==> config.mk <==
export PLATFORM = sky130hd
export DESIGN_NAME = gpio_sense_irq
export DESIGN_NICKNAME = d
export VERILOG_FILES = /design/src/rtl/gsi_pkg.sv /design/src/rtl/gsi_regs.sv /design/src/rtl/gsi_detect.sv /design/src/rtl/gsi_irq_out.sv /design/src/rtl/gpio_sense_irq.sv
export SDC_FILE = /design/constraint.sdc
export NUM_CORES = 1
export LEC_CHECK = 0
export ABC_AREA = 0
export BUFFER_PORTS_ARGS = -buffer_cell sky130_fd_sc_hd__buf_2
export CORE_AREA = 2 2 180 182
export CTS_CLUSTER_DIAMETER = 200
export DETAILED_ROUTE_END_ITERATION = 10
export DIE_AREA = 0 0 182 184
export GPL_TIMING_DRIVEN = 1
export SLEW_MARGIN = 20
export SYNTH_ARGS = -nofsm -noshare
export SYNTH_HDL_FRONTEND = slang
export SYNTH_SLANG_ARGS = --single-unit
==> constraint.sdc <==
create_clock -name clk -period 2.7 [get_ports clk]
set_input_delay 0.675 -clock clk [delete_from_list [all_inputs] [get_ports clk]]
set_output_delay 0.675 -clock clk [all_outputs]
set_load 0.03 [all_outputs]
==> src/rtl/gsi_pkg.sv <==
package gsi_pkg;
  typedef enum logic [3:0] {
    SNS_RISE = 4'd8,
    SNS_FALL = 4'd9,
    SNS_HIGH = 4'd10,
    SNS_LOW  = 4'd11,
    SNS_BOTH = 4'd12
  } sense_e;

  localparam int CODE_W = 4;

  localparam logic [7:0] OFS_DETEN  = 8'h14;
  localparam logic [7:0] OFS_UNMASK = 8'h18;
  localparam logic [7:0] OFS_MASK   = 8'h1C;
  localparam logic [7:0] OFS_RAW    = 8'h20;
  localparam logic [7:0] OFS_MASKED = 8'h24;
  localparam logic [7:0] OFS_ACK    = 8'h28;
  localparam logic [7:0] OFS_SENSE0 = 8'h40;
endpackage

==> src/rtl/gsi_regs.sv <==
module gsi_regs
  import gsi_pkg::*;
#(
  parameter int NPINS = 32,
  parameter int AW    = 8
) (
  input  logic                     clk,
  input  logic                     rst_n,
  input  logic                     wr_en_i,
  input  logic [AW-1:0]            wr_addr_i,
  input  logic [NPINS-1:0]         wr_data_i,
  input  logic [AW-1:0]            rd_addr_i,
  output logic [NPINS-1:0]         rd_data_o,
  input  logic [NPINS-1:0]         raw_i,
  input  logic [NPINS-1:0]         masked_i,
  output logic [NPINS*CODE_W-1:0]  sense_o,
  output logic [NPINS-1:0]         deten_o,
  output logic [NPINS-1:0]         unmask_o,
  output logic [NPINS-1:0]         ack_o
);
  localparam int NSREG = (NPINS * CODE_W) / NPINS;

  logic [NPINS*CODE_W-1:0] sense_q;
  logic [NPINS-1:0]        deten_q;
  logic [NPINS-1:0]        unm_q;

  always_ff @(posedge clk or negedge rst_n) begin
    if (!rst_n) begin
      sense_q <= '0;
      deten_q <= '0;
      unm_q   <= '0;
    end else if (wr_en_i) begin
      case (wr_addr_i)
        OFS_DETEN:  deten_q <= wr_data_i;
        OFS_UNMASK: unm_q   <= unm_q | wr_data_i;
        OFS_MASK:   unm_q   <= unm_q & ~wr_data_i;
        default: ;
      endcase
      for (int r = 0; r < NSREG; r++) begin
        if (wr_addr_i == AW'(int'(OFS_SENSE0) + 4 * r))
          sense_q[r*NPINS +: NPINS] <= wr_data_i;
      end
    end
  end

  assign ack_o    = (wr_en_i && wr_addr_i == OFS_ACK) ? wr_data_i : '0;
  assign sense_o  = sense_q;
  assign deten_o  = deten_q;
  assign unmask_o = unm_q;

  always_comb begin
    rd_data_o = '0;
    case (rd_addr_i)
      OFS_DETEN:            rd_data_o = deten_q;
      OFS_UNMASK, OFS_MASK: rd_data_o = unm_q;
      OFS_RAW:              rd_data_o = raw_i;
      OFS_MASKED:           rd_data_o = masked_i;
      default: ;
    endcase
    for (int r = 0; r < NSREG; r++) begin
      if (rd_addr_i == AW'(int'(OFS_SENSE0) + 4 * r))
        rd_data_o = sense_q[r*NPINS +: NPINS];
    end
  end

  // a mask strobe leaves every written bit masked
  assert_mask_w1_R9: assert property (@(posedge clk) disable iff (!rst_n)
    (wr_en_i && wr_addr_i == OFS_MASK) |=> ((unm_q & $past(wr_data_i)) == '0));

  // an unmask strobe leaves every written bit unmasked
  assert_unmask_w1_R9: assert property (@(posedge clk) disable iff (!rst_n)
    (wr_en_i && wr_addr_i == OFS_UNMASK) |=> ((~unm_q & $past(wr_data_i)) == '0));
endmodule

==> src/rtl/gsi_detect.sv <==
module gsi_detect
  import gsi_pkg::*;
#(
  parameter int NPINS = 32
) (
  input  logic                    clk,
  input  logic                    rst_n,
  input  logic [NPINS-1:0]        pin_i,
  input  logic [NPINS*CODE_W-1:0] sense_i,
  input  logic [NPINS-1:0]        deten_i,
  input  logic [NPINS-1:0]        ack_i,
  output logic [NPINS-1:0]        raw_o
);
  logic [NPINS-1:0] prev_q;
  logic [NPINS-1:0] pend_q;
  logic [NPINS-1:0] set_v;
  logic [NPINS-1:0] edge_m;
  logic [NPINS-1:0] lvl_hit;

  for (genvar i = 0; i < NPINS; i++) begin : g_pin
    logic [CODE_W-1:0] code;
    logic              rise, fall;
    assign code = sense_i[i*CODE_W +: CODE_W];
    assign rise = pin_i[i] & ~prev_q[i];
    assign fall = ~pin_i[i] & prev_q[i];

    always_comb begin
      edge_m[i]  = 1'b0;
      set_v[i]   = 1'b0;
      lvl_hit[i] = 1'b0;
      case (code)
        SNS_RISE: begin edge_m[i] = 1'b1; set_v[i] = rise & deten_i[i]; end
        SNS_FALL: begin edge_m[i] = 1'b1; set_v[i] = fall & deten_i[i]; end
        SNS_BOTH: begin edge_m[i] = 1'b1; set_v[i] = (rise | fall) & deten_i[i]; end
        SNS_HIGH: lvl_hit[i] = pin_i[i] & deten_i[i];
        SNS_LOW:  lvl_hit[i] = ~pin_i[i] & deten_i[i];
        default: ;
      endcase
    end

    always_ff @(posedge clk or negedge rst_n) begin
      if (!rst_n)          pend_q[i] <= 1'b0;
      else if (!edge_m[i]) pend_q[i] <= 1'b0;
      else if (set_v[i])   pend_q[i] <= 1'b1;
      else if (ack_i[i])   pend_q[i] <= 1'b0;
    end

    // a fresh event beats a simultaneous clear
    assert_set_wins_R11: assert property (@(posedge clk) disable iff (!rst_n)
      set_v[i] |=> pend_q[i]);

    // a clear without a new event drops the latch
    assert_ack_clears_R11: assert property (@(posedge clk) disable iff (!rst_n)
      (ack_i[i] && !set_v[i]) |=> !pend_q[i]);

    // a disabled pin cannot acquire a latched event
    assert_gate_R8: assert property (@(posedge clk) disable iff (!rst_n)
      (!deten_i[i] && !pend_q[i]) |=> !pend_q[i]);
  end

  always_ff @(posedge clk or negedge rst_n) begin
    if (!rst_n) prev_q <= '0;
    else        prev_q <= pin_i;
  end

  assign raw_o = pend_q | lvl_hit;
endmodule

==> src/rtl/gsi_irq_out.sv <==
module gsi_irq_out #(
  parameter int NPINS = 32
) (
  input  logic [NPINS-1:0] raw_i,
  input  logic [NPINS-1:0] unmask_i,
  output logic [NPINS-1:0] masked_o,
  output logic             irq_lo_o,
  output logic             irq_hi_o
);
  localparam int HALF = NPINS / 2;

  assign masked_o = raw_i & unmask_i;
  assign irq_lo_o = |masked_o[HALF-1:0];
  assign irq_hi_o = |masked_o[NPINS-1:HALF];
endmodule

==> src/rtl/gpio_sense_irq.sv <==
module gpio_sense_irq
  import gsi_pkg::*;
#(
  parameter int NPINS = 32,
  parameter int AW    = 8
) (
  input  logic             clk,
  input  logic             rst_n,
  input  logic             wr_en_i,
  input  logic [AW-1:0]    wr_addr_i,
  input  logic [NPINS-1:0] wr_data_i,
  input  logic [AW-1:0]    rd_addr_i,
  output logic [NPINS-1:0] rd_data_o,
  input  logic [NPINS-1:0] pin_i,
  output logic             irq_lo_o,
  output logic             irq_hi_o
);
  localparam int HALF = NPINS / 2;

  logic [NPINS*CODE_W-1:0] sense;
  logic [NPINS-1:0]        deten, unmask, ack, raw, masked;

  gsi_regs #(.NPINS(NPINS), .AW(AW)) u_regs (
    .clk(clk), .rst_n(rst_n),
    .wr_en_i(wr_en_i), .wr_addr_i(wr_addr_i), .wr_data_i(wr_data_i),
    .rd_addr_i(rd_addr_i), .rd_data_o(rd_data_o),
    .raw_i(raw), .masked_i(masked),
    .sense_o(sense), .deten_o(deten), .unmask_o(unmask), .ack_o(ack)
  );

  gsi_detect #(.NPINS(NPINS)) u_detect (
    .clk(clk), .rst_n(rst_n), .pin_i(pin_i),
    .sense_i(sense), .deten_i(deten), .ack_i(ack), .raw_o(raw)
  );

  gsi_irq_out #(.NPINS(NPINS)) u_irq (
    .raw_i(raw), .unmask_i(unmask), .masked_o(masked),
    .irq_lo_o(irq_lo_o), .irq_hi_o(irq_hi_o)
  );

  // each request line needs an unmasked raw source in its half
  assert_irq_lo_src_R12: assert property (@(posedge clk) disable iff (!rst_n)
    irq_lo_o |-> ((raw[HALF-1:0] & unmask[HALF-1:0]) != '0));
  assert_irq_hi_src_R12: assert property (@(posedge clk) disable iff (!rst_n)
    irq_hi_o |-> ((raw[NPINS-1:HALF] & unmask[NPINS-1:HALF]) != '0));
endmodule

* After elaboration in Yosys (flattened, before gate mapping)
Cells that the tools add are included.
Word-level totals: bits in registers 256, bits of input ports 83, output and inout bits 34, word-level logic and storage cells 815
Cells by class: eq/ne operators 209, mux-type cells 199, bitwise gates (word level) 325, reduce and logical (&&, ||, !) cells 43
Operators by type and width (number):
- $eq A4 B4 Y1 const B | 160
- $and A1 B1 Y1 | 224
- $mux W32 | 5
- $mux W1 | 128
- $pmux W32 S4 | 1
- $ne A3 B2 Y1 const B | 32
- $pmux W1 S3 | 32
- $reduce_or A3 Y1 | 32
- $and A32 B32 Y32 | 2
- $eq A8 B7 Y1 const B | 8
- $not A1 Y1 | 64
- $or A32 B32 Y32 | 2
- $pmux W1 S2 | 32
- $pmux W32 S2 | 1
- $eq A8 B5 Y1 const B | 6
- $not A32 Y32 | 1
- $or A1 B1 Y1 | 32
- $reduce_or A16 Y1 | 2
- $eq A8 B6 Y1 const B | 3
- $reduce_and A2 Y1 | 6
- $reduce_bool A2 Y1 | 1
- $reduce_or A2 Y1 | 1
- $logic_and A1 B1 Y1 | 1

* Logic depth before layout (Yosys ltp)
Gate-level depths: netlist of run 1.
depth in word-level cells 10, mapped depth 8, depth with buffers taken out 6

* By module
Synthesis of run 1 repeated with hierarchy kept, for this count alone.
Unflattened totals: cells, all modules 1503, area total of the unflattened synthesis 15533.6 sq um
By module, submodules not included:
- gsi_regs | times used 1, cells each 916, area an instance 10321.1 sq um, seq. area each 4804.6 sq um
- gsi_detect | times used 1, cells each 545, area an instance 4932.2 sq um, seq. area each 1601.5 sq um
- gsi_irq_out | times used 1, cells each 42, area an instance 280.3 sq um, seq. area each 0.0 sq um

* Worst setup path before layout of run 1
Ideal clock, no wire load.
kind input port to output port, from input port rd_addr_i[7], to output port rd_data_o[21], arrival time 2.243 ns, data required time 2.025 ns, setup slack -0.218 ns, stages 5, path buffers 1, cell sequence nor4b_1 nand3_1 clkbuf_1 a21o_1 a31oi_1
Between the ends: cells in the longest elaborated chain, start to end 7, elaborated cells on any way between the ends 15, those cells by class 9 x eq/ne; 5 x mux; 1 x reduce/logical
Ends and longest elaborated chain:
- start, declared | line gpio_sense_irq.sv:12 | input logic [AW-1:0] rd_addr_i,
- $eq A8 B5 Y1 | line gsi_regs.sv:53 | case (rd_addr_i)
- $reduce_or A2 Y1 | line gsi_regs.sv:53
- $pmux W32 S4 | line gsi_regs.sv:53
- $mux W32 (3 in a row) | line gsi_regs.sv:61 | if (rd_addr_i == AW'(int'(OFS_SENSE0) + 4 * r))
- $mux W32 (*) | line gsi_regs.sv:61
- end, declared | line gpio_sense_irq.sv:13 | output logic [NPINS-1:0] rd_data_o,
Mark *: on every way between the ends. The rest lies on a longest branch, timed or not.

* Worst setup path after layout of run 1
from input port rd_addr_i[6], to output port rd_data_o[15]
The elaborated chain is that of the path after synthesis.

==> results.md, run 1 <==
* Area of the core at around 31000 um2
* Clk pin slew, worst setup/hold paths at roughly 0.060 ns
* Critical Path RT at between 2 and 2.5 ns
* Final Max Tran Viols at 0
* Total grt overflow at 0
* N_diodes at 0
* Clock Skew at 0.0113 ns
* Synth Area per Inst at approximately 11 um2
* Post-synth EDFFs at 0
* Die height at 184 um
* Static Leak at 8.84 nW
* 1st-iter DRT viols at 931
* Worst path arrival time at 2.25 ns
* First-pass GRT wire length at 70700 um
* Ys async rst share at 100%
* Area of the multi-input gates at 7290 um2
* Layout Nets at between 1500 and 2000
* I/O pin cnt at 117
* Crit share post-route at 108%
* # hold bufs at CTS at 0
* Post-Route WL at 46000 um
* Vias in the first global route at 11923
* DRT Pass-1 Iters at 6
* Worst setup margin at -0.222 ns
* Via Count at 11895
* Status: complete, but fails checks
* DP Area at 16000 um2
* Reg2Reg Depth at 4
* Mapped Cells at 1307
* RSZ-0062 raised after global routing: true
* Overall power at approximately 9.2 mW
* CTS tree: yes
* Fmax at 342 MHz
* Layout area overhead at 31.5%
* Max Cap Viol at 0
* Placer Congestion at 0.903
* Sequential area share after synthesis at 45.9%
* Initial Util at 44.5%
* WL per Instance at 22.8 um
* # clock sinks at 256
* Row Count at 65
* Rel. slew slack at 61.4%
* Yosys warnings at 0
* H-tree depth at 1
* Cell Area, Synth at between 10000 and 15000 um2
* Worst hold slack at about 0.062 ns
* Commonest cells post-synth: dfrtp_1, mux2_2, inv_1
* Largest driver fanout on the critical path at 8
* Critical Path Sink Type: output pin
* Dpl hpwl at approximately 31000 um
* Drt drc at 0
* Max clock buf depth at 3
* Post-synthesis register bit count at around 260
* Syn nets at 1454
* Measured slew at the worst slew-check pin at 0.580 ns
* Pwr dens at 501 nW/um2
* Final hold vios at 0
* Die Area at 33500 um2
* Die outline width at between 150 and 200 um
* Fraction of layout instances using a drive strength above 1 at 43.0%
* Top FF cell, synth: dfrtp_1
* Top-count cell post-synth: dfrtp_1
* # port buffers at 116
* Via density per instance at 5.91
* Synth cell types at 36
* Type of the worst min-delay path: input port to asynchronous set/reset pin
* Clk Latency, worst-skew pair at 0.56 ns
* Total CTS buffers at 30
* Type of origin of the critical path: input port
* Cell taking the most area after synthesis: dfrtp_1
* Final ANT Viol Nets at 0
* Layout fillers at 2647
* Clock root buffer: clkbuf_16
* Sequential cell area at 6430 um2
* Failing checks: setup timing
* Maximum number of pins on one net before global-route repair at 65
* Post-route cell area at 18400 um2
* Tot GR Track Use at 27.4%
* Synth top area cells: dfrtp_1, mux2_2, ha_1
* Critical path class: input port to output pin
* Max IR drop VDD at 0.525 mV
* Endpoints failing setup at 34
* Synth top area share at 45.9%
* Min cycle time layout at 2.92 ns
* Initial antenna violation count at 0
==> power by group <==
| part | switching, mW | total [mW] | internal, mW |
|---|---|---|---|
| logic | 0.563 | 1.03 | 0.464 |
| registers | 0.172 | 4.19 | 4.02 |
| clock network | 1.64 | 3.98 | 2.34 |
| total | 2.38 | 9.20 | 6.83 |
==> worst max-delay path: stages <==
cell      delay (ns)
buf_8           0.11
nor4b_4         0.12
buf_4           0.16
and3_4          0.17
buf_6           0.13
buf_12          0.13
a221o_1         0.33
a211oi_2        0.19
nor2_2          0.08
buf_6           0.14
==> cells by family after synthesis <==
family | count (synthesis) | share of synthesized area [%]
AOI/OAI and AO/OA | 346 | 17.2
xor gates and xnor gates | 32 | 2.01
adders and majority gates | 64 | 5.73
buffers and inverters | 221 | 6.38
DFF | 256 | 45.9
muxes | 184 | 14.8
and+or+nand+nor | 204 | 8.04
==> cells in the final DEF (no fill, tap or decap), drive strengths merged, types with 12 or more instances in the layout <==
cell / n
a221oi: 35
clkinv: 12
mux2: 184
inv: 161
nand2: 44
a22oi: 32
a211oi: 29
a31oi: 35
clkbuf: 41
a221o: 28
o22ai: 48
a21oi: 73
a2111oi: 32
o21ai: 29
nor2: 68
and4b: 32
ha: 64
xor2: 32
buf: 310
nor3: 33
dfrtp: 256
==> what timing repair did <==
| action | CTS | global route |
|---|---|---|
| setup buffers | 54 | 16 |
| endpoints found under the setup margin | 34 | 34 |
| pin swaps | 43 | 48 |
| resized for setup | 175 | 81 |
| cloned | 0 | 1 |
==> area by class of cell <==
cell class / count / area share [%]
Multi-Input combinational cell: 830 / 39.7
Sequential cell: 256 / 35.0
Timing Repair Buffer: 311 / 14.0
Clock buffer: 40 / 4.73
Inverter: 160 / 3.27
Tap cell: 402 / 2.74
Clock inverter: 15 / 0.579
==> stage by stage <==
stage,TNS (ns),worst slack (ns),utilization [%],instances
after floorplan,0,0.0129,-,1307
after global placement,-10.43,-0.430,51.0,1895
after detailed placement,-11.42,-0.451,51.0,1895
after CTS,-5.88,-0.248,57.1,1999
after global routing,-6.76,-0.256,58.5,2014
final,-5.39,-0.222,58.5,2014
==> path summary, 6_finish.rpt <==
check	from	to	slack, ns
worst min register to register	u_regs.sense_o[77]$_DFFE_PN0P_	u_detect.pend_q[19]$_DFFE_PN0P_	0.49
worst max register to register	u_detect.prev_q[30]$_DFF_PN0_	u_detect.pend_q[30]$_DFFE_PN0P_	0.97
worst max-delay path	rd_addr_i[6]	rd_data_o[15]	-0.22
max in group asynchronous	rst_n	u_regs.sense_o[80]$_DFFE_PN0P_	1.92
worst min-delay path	rst_n	u_detect.prev_q[0]$_DFF_PN0_	0.06
min in group clk	pin_i[1]	u_detect.prev_q[1]$_DFF_PN0_	0.28
==> per-layer routing <==
layer  global-route usage, %  share of wire [%]  wire, um
met1                    37.1                 43     19900
met2                    45.5                 47     21800
met5                       0                  0         0
met4                    9.29                3.2      1470
met3                    3.70                5.9      2740
Note: power is estimated with default switching activity, not from simulation.
==> run 2: changes to the inputs <==
--- a/config.mk
+++ b/config.mk
@@ -7,10 +7,11 @@
 export LEC_CHECK = 0
 export ABC_AREA = 0
 export BUFFER_PORTS_ARGS = -buffer_cell sky130_fd_sc_hd__buf_2
-export CORE_AREA = 2 2 180 182
+export CORE_AREA = 2 2 240 242
+export CTS_BUF_LIST = sky130_fd_sc_hd__clkbuf_8
 export CTS_CLUSTER_DIAMETER = 200
 export DETAILED_ROUTE_END_ITERATION = 10
-export DIE_AREA = 0 0 182 184
+export DIE_AREA = 0 0 242 244
 export GPL_TIMING_DRIVEN = 1
 export SLEW_MARGIN = 20
 export SYNTH_ARGS = -nofsm -noshare
==> run 2 against run 1 <==
Effect of this change: the run still ends with setup timing left; worst hold slack got worse by 0.042 ns; global-route usage decreased by 10 points; sequential share of layout area decreased by 1.3 points; final area increased by 4.0%; critical path depth unchanged; combinational power about the same; clock-buffer cell count increased by 19; core utilization decreased by 25 points; final cell count increased by 19%; total power decreased by 3.4%; clock skew increased by 0.021 ns; flip-flop and latch count unchanged; critical path type unchanged; critical endpoint is now rd_data_o[2]; largest cell class unchanged; largest power group unchanged.
==> results.md, run 2 (synthesized netlist as in run 1, its figures left out) <==
* Die Area at roughly 60000 um2
* Worst path arrival time at 2.32 ns
* Area of the multi-input gates at about 7400 um2
* Total CTS buffers at 46
* Critical Path Sink Type: output pin
* Commonest cells after routing, fill and taps aside: dfrtp_1, mux2_2, inv_1, buf_4, buf_2
* Max Cap Viol at 0
* Power share of the clock group at 41.3%
* Tot GR Track Use at 17.0%
* RSZ-0062 raised after global routing: true
* Clk Latency, worst-skew pair at 0.60 ns
* Layout area overhead at 36.8%
* Initial Util at 24.9%
* Worst r2r src: u_detect.prev_q[28]$_DFF_PN0_
* Utilization after layout at 34.0%
* Final ANT Viol Nets at 0
* First-pass GRT wire length at 77100 um
* Drt drc at 0
* Clock root buffer: clkbuf_8
* Fraction of layout instances using a drive strength above 1 at between 40% and 50%
* Final Max Tran Viols at 0
* Pwr dens at 465 nW/um2
* CTS tree: yes
* Failing checks: setup timing
* Sequential cell area at 6430 um2
* Static Leak at 8.94 nW
* # hold bufs at CTS at 0
* Layout fillers at 5639
* DP Area at 16600 um2
* H-tree depth at 2
* Row Count at just under 90
* Final hold vios at 0
* Via Count at 12202
* Min cycle time layout at 3.00 ns
* Initial antenna violation count at 8
* R2R Path End: u_detect.pend_q[28]$_DFFE_PN0P_
* Sw frac at 27.6%
* Layout Nets at 1750
* Max IR drop VDD at between 0.2 and 0.3 mV
* Status: complete, but fails checks
* Internal power at 6.43 mW
* Maximum number of pins on one net before global-route repair at 62
* Rel. slew slack at 60.4%
* Fmax at 334 MHz
* Measured slew at the worst slew-check pin at 0.593 ns
* Worst setup margin at -0.297 ns
* Via density per instance at a little over 5
* # clock sinks at approximately 260
* Clk pin slew, worst setup/hold paths at 0.06 ns
* I/O pin cnt at 117
* Post-Route WL at 52500 um
* Max clock buf depth at 3
* Total grt overflow at 0
* WL per Instance at 21.9 um
* Post-route cell area at 19100 um2
* Area of the core at 56200 um2
* Type of origin of the critical path: input port
* Crit share post-route at 111%
* Critical Path RT at 2.03 ns
* Combinational Power Share at 11.3%
* Die outline width at 242 um
* 1st-iter DRT viols at between 900 and 1000
* Reg2reg setup slack at between 0.9 and 1 ns
* DRT Pass-1 Iters at 6
* Type of the worst min-delay path: input port to asynchronous set/reset pin
* Critical path class: input port to output pin
* Endpoints failing setup at 34
* Placer Congestion at between 0.9 and 1
* Sequential share of power at 47.4%
* Dpl hpwl at approximately 35000 um
* Clock Skew at ~0.033 ns
* Switching pwr at 2.45 mW
* # port buffers at 116
* Reg2Reg Depth at 4
* Die height at between 200 and 250 um
* Vias in the first global route at 12495
* Largest driver fanout on the critical path at 7
* Most common cell after layout, fill and taps aside: dfrtp_1
-- run 2: changes by cell type in the layout (fill, tap and decap cells not counted), moves of 6 or more --
cell / before / now
o21ai_1: 18 / 11
buf_4: 163 / 147
clkbuf_16: 32 / 4
o22ai_1: 35 / 29
buf_12: 14 / 29
clkbuf_8: 6 / 59
inv_1: 160 / 170
-- run 2: worst max-delay path, cell delays in order --
cell and delay, ns:
buf_8 0.11, nor4b_4 0.26, buf_4 0.18, and3_4 0.22
buf_12 0.16, buf_12 0.12, a221o_1 0.16, a211oi_2 0.06
nor2_2 0.20, buf_6 0.16
-- run 2: worst max-delay path by stage --
stage / start / endpoint / slack (ns) / cells past startpoint
after global routing: rd_addr_i[5] / rd_data_o[2] / -0.35 / 10
after global placement: rd_addr_i[7] / rd_data_o[28] / -0.50 / 9
after CTS: rd_addr_i[6] / rd_data_o[9] / -0.33 / 10
after floorplan: rd_addr_i[2] / rd_data_o[20] / 0.01 / 8
final: rd_addr_i[5] / rd_data_o[2] / -0.30 / 10
after detailed placement: rd_addr_i[7] / rd_data_o[0] / -0.56 / 9
-- run 2: routing by layer --
layer  vias to the layer above  global-route usage [%]  share of wire, %
li1                       5428                       -                 -
met1                      6182                    22.3                42
met2                       485                    27.6                47
met3                        97                    3.94               8.2
met4                        10                    5.52               2.9
met5                         -                       0              0.12
-- run 2: metrics by stage --
stage / std cells / worst slack [ns] / power [mW] / hold WS (ns) / setup TNS [ns]
2_1_floorplan: 1307 / 0.0129 / 4.64 / 0.379 / 0
3_3_place_gp: 2242 / -0.503 / 5.11 / 0.458 / -14.45
3_5_place_dp: 2242 / -0.560 / 5.15 / 0.469 / -16.53
4_1_cts: 2370 / -0.332 / 8.91 / 0.0139 / -7.60
5_1_grt: 2393 / -0.353 / 9.27 / 0.0478 / -9.70
6_report: 2395 / -0.297 / 8.89 / 0.0206 / -7.88
-- run 2: final cells by class --
class | count | share of cell area (%)
Clock buffer | 59 | 4.25
Timing Repair Buffer | 309 | 14.7
Sequential cell | 256 | 33.7
Inverter | 160 | 3.14
Clock inverter | 21 | 0.543
Antenna cell | 4 | 0.0524
Tap cell | 756 | 4.95
Multi-Input combinational cell | 830 | 38.7
-- run 2: timing repair --
| item | 4_1_cts | 5_1_grt |
|---|---|---|
| gates cloned | 3 | 5 |
| setup endpoints to repair | 34 | 34 |
| pin swaps | 38 | 40 |
| resized for setup | 182 | 79 |
| buffers inserted | 47 | 22 |
-- run 2: power by group through the flow --
| stage | clock [mW] | sequential [mW] | combinational [mW] |
|---|---|---|---|
| after floorplan | 0 | 4.21 | 0.422 |
| after global placement | 0 | 4.27 | 0.839 |
| after detailed placement | 0 | 4.28 | 0.871 |
| after CTS | 3.75 | 4.20 | 0.970 |
| after global routing | 3.92 | 4.23 | 1.11 |
| final | 3.67 | 4.21 | 1.01 |
==> run 3: changes to the inputs <==
==> constraint.sdc (replaced) <==
create_clock -name clk -period 2.7 [get_ports clk]
set_input_delay 0.675 -clock clk [delete_from_list [all_inputs] [get_ports clk]]
set_output_delay 0.675 -clock clk [all_outputs]
set_load 0.1 [all_outputs]
==> run 3 against run 2 <==
Effect of this change: the run still ends with setup timing left; sequential share of layout area decreased by 0.94 points; critical path depth decreased by 2; combinational power increased by 9.9%; critical path type unchanged.
==> results.md, run 3 (synthesized netlist as in run 1, its figures left out) <==
* Status: complete, but fails checks
* Failing checks: setup timing
* WL per Instance at 21.1 um
* RSZ-0062 raised after global routing: true
* Static Leak at 9.16 nW
* Most frequent cell on the critical path: buf_12
* Via Count at 12373
* Routed length on met1 at between 20000 and 25000 um
* Layout area overhead at 40.7%
* Post-route cell area at 19700 um2
* I/O pin cnt at 117
* Die outline width at ~240 um
* Fmax at 329 MHz
* Met3 wire len at ~3500 um
* Maximum number of pins on one net before global-route repair at 65
* Die height at around 240 um
* Fraction of layout instances using a drive strength above 1 at 45.3%
* R2R Path End: u_detect.pend_q[17]$_DFFE_PN0P_
* Endpoints failing setup at 34
* # port buffers at approximately 120
* CTS tree: yes
* Total CTS buffers at 46
* Initial antenna violation count at 6
* Slowest CP cell: a211oi_2
* DP Area at 17600 um2
* Final ANT Viol Nets at 0
* Utilization after layout at a little over a third
* Critical Path RT at between 2 and 2.5 ns
* Clock Skew at approximately 0.029 ns
* Fin cells at 2422
* Max IR drop VDD at 0.261 mV
* First-pass GRT wire length at 77800 um
* Vias in the first global route at around 13000
* H-tree depth at 2
* Critical path class: input port to output pin
* Area of the core at 56200 um2
* Critical Path Sink Type: output pin
* Placer Congestion at 0.839
* Clk Latency, worst-skew pair at roughly 0.58 ns
* Worst path arrival time at 2.36 ns
* Layout Nets at 1781
* Final hold vios at 0
* Dpl hpwl at 35700 um
* Measured slew at the worst slew-check pin at about 0.60 ns
* Clk pin slew, worst setup/hold paths at 0.06 ns
* Type of the worst min-delay path: input port to asynchronous set/reset pin
* Pwr dens at between 400 and 500 nW/um2
* 1st-iter DRT viols at approximately 900
* Via density per instance at 5.11
* # clock sinks at 256
* Worst r2r src: u_detect.prev_q[17]$_DFF_PN0_
* Drt drc at 0
* Rel. slew slack at around three fifths
* Row Count at 87
* Tot GR Track Use at between 15 and 20%
* Total grt overflow at 0
* Clock root buffer: clkbuf_8
* Routed wl met2 at ~25000 um
* Crit share post-route at 113%
* Worst setup margin at -0.338 ns
* Pre-CTS setup slack at -0.440 ns
* Initial Util at about a quarter
* Reg2reg setup slack at between 0.9 and 1 ns
* Die Area at 59000 um2
* Slowest Stage Delay on Critical Path at 0.36 ns
* Max clock buf depth at 3
* DRT Pass-1 Iters at 7
* Top routing layer in use: met5
* Placed Instances at 2295
* Reg2Reg Depth at 4
* Largest driver fanout on the critical path at 7
* Min cycle time layout at 3.04 ns
* Worst hold slack at 0.0370 ns
* Final Max Tran Viols at 0
* Most common cell after layout, fill and taps aside: dfrtp_1
* Max Cap Viol at 0
* Worst-path cell chain: buf_2 -> buf_6 -> o211a_4 -> buf_12 -> a221o_1 -> a211oi_2 -> nor2_4 -> buf_12
* # hold bufs at CTS at 0
* Post-Route WL at approximately 51000 um
* Commonest cells after routing, fill and taps aside: dfrtp_1, buf_4, mux2_2, inv_1, buf_2
* Type of origin of the critical path: input port
-- run 3: worst max path at each step --
stage	startpoint	endpoint	slack [ns]	depth (start not counted)
5_1_grt	rd_addr_i[4]	rd_data_o[16]	-0.33	10
3_3_place_gp	rd_addr_i[4]	rd_data_o[28]	-0.42	9
3_5_place_dp	rd_addr_i[4]	rd_data_o[28]	-0.44	9
2_1_floorplan	rd_addr_i[5]	rd_data_o[21]	-0.14	6
6_report	rd_addr_i[3]	rd_data_o[26]	-0.34	8
4_1_cts	rd_addr_i[5]	rd_data_o[1]	-0.30	9
-- run 3: power by group --
part           total [mW]  internal [mW]  switching (mW)
logic                1.11          0.491           0.615
clock network        3.84           2.16            1.69
registers            4.19           4.02           0.165
total                9.14           6.67            2.47
-- run 3: repair_timing --
item | 4_1_cts | 5_1_grt
setup endpoints to repair | 34 | 34
endpoints found under the hold margin | 0 | 0
gates cloned | 2 | 0
resized for setup | 117 | 70
pin swaps | 31 | 55
setup buffers | 24 | 32
-- run 3: final cells by class --
cell class	instances	area, um2
Clock inverter	19	126
Inverter	160	601
Fill cell	5613	36500
Timing Repair Buffer	340	3090
Antenna cell	1	2.50
Multi-Input combinational cell	830	7630
Sequential cell	256	6430
Tap cell	756	946
Clock buffer	60	826
-- run 3: metrics by stage --
step | setup TNS (ns) | total power, mW
after floorplan | -3.56 | 4.67
after global placement | -11.23 | 5.20
after detailed placement | -11.24 | 5.24
after CTS | -7.63 | 9.14
after global routing | -9.82 | 9.48
final | -7.97 | 9.14
-- run 3: per-layer routing --
metal	vias up	GRT usage [%]
li1	5483	-
met1	6298	21.9
met2	485	28.5
met3	99	3.27
met4	8	5.32
met5	-	0
-- run 3: critical path, delay by kind of cell --
kind	cells	cell delay, ns
AND/OR/NAND/NOR	1	0.10
AO/OA/AOI/OAI	3	0.95
buffers and inverters	4	0.62
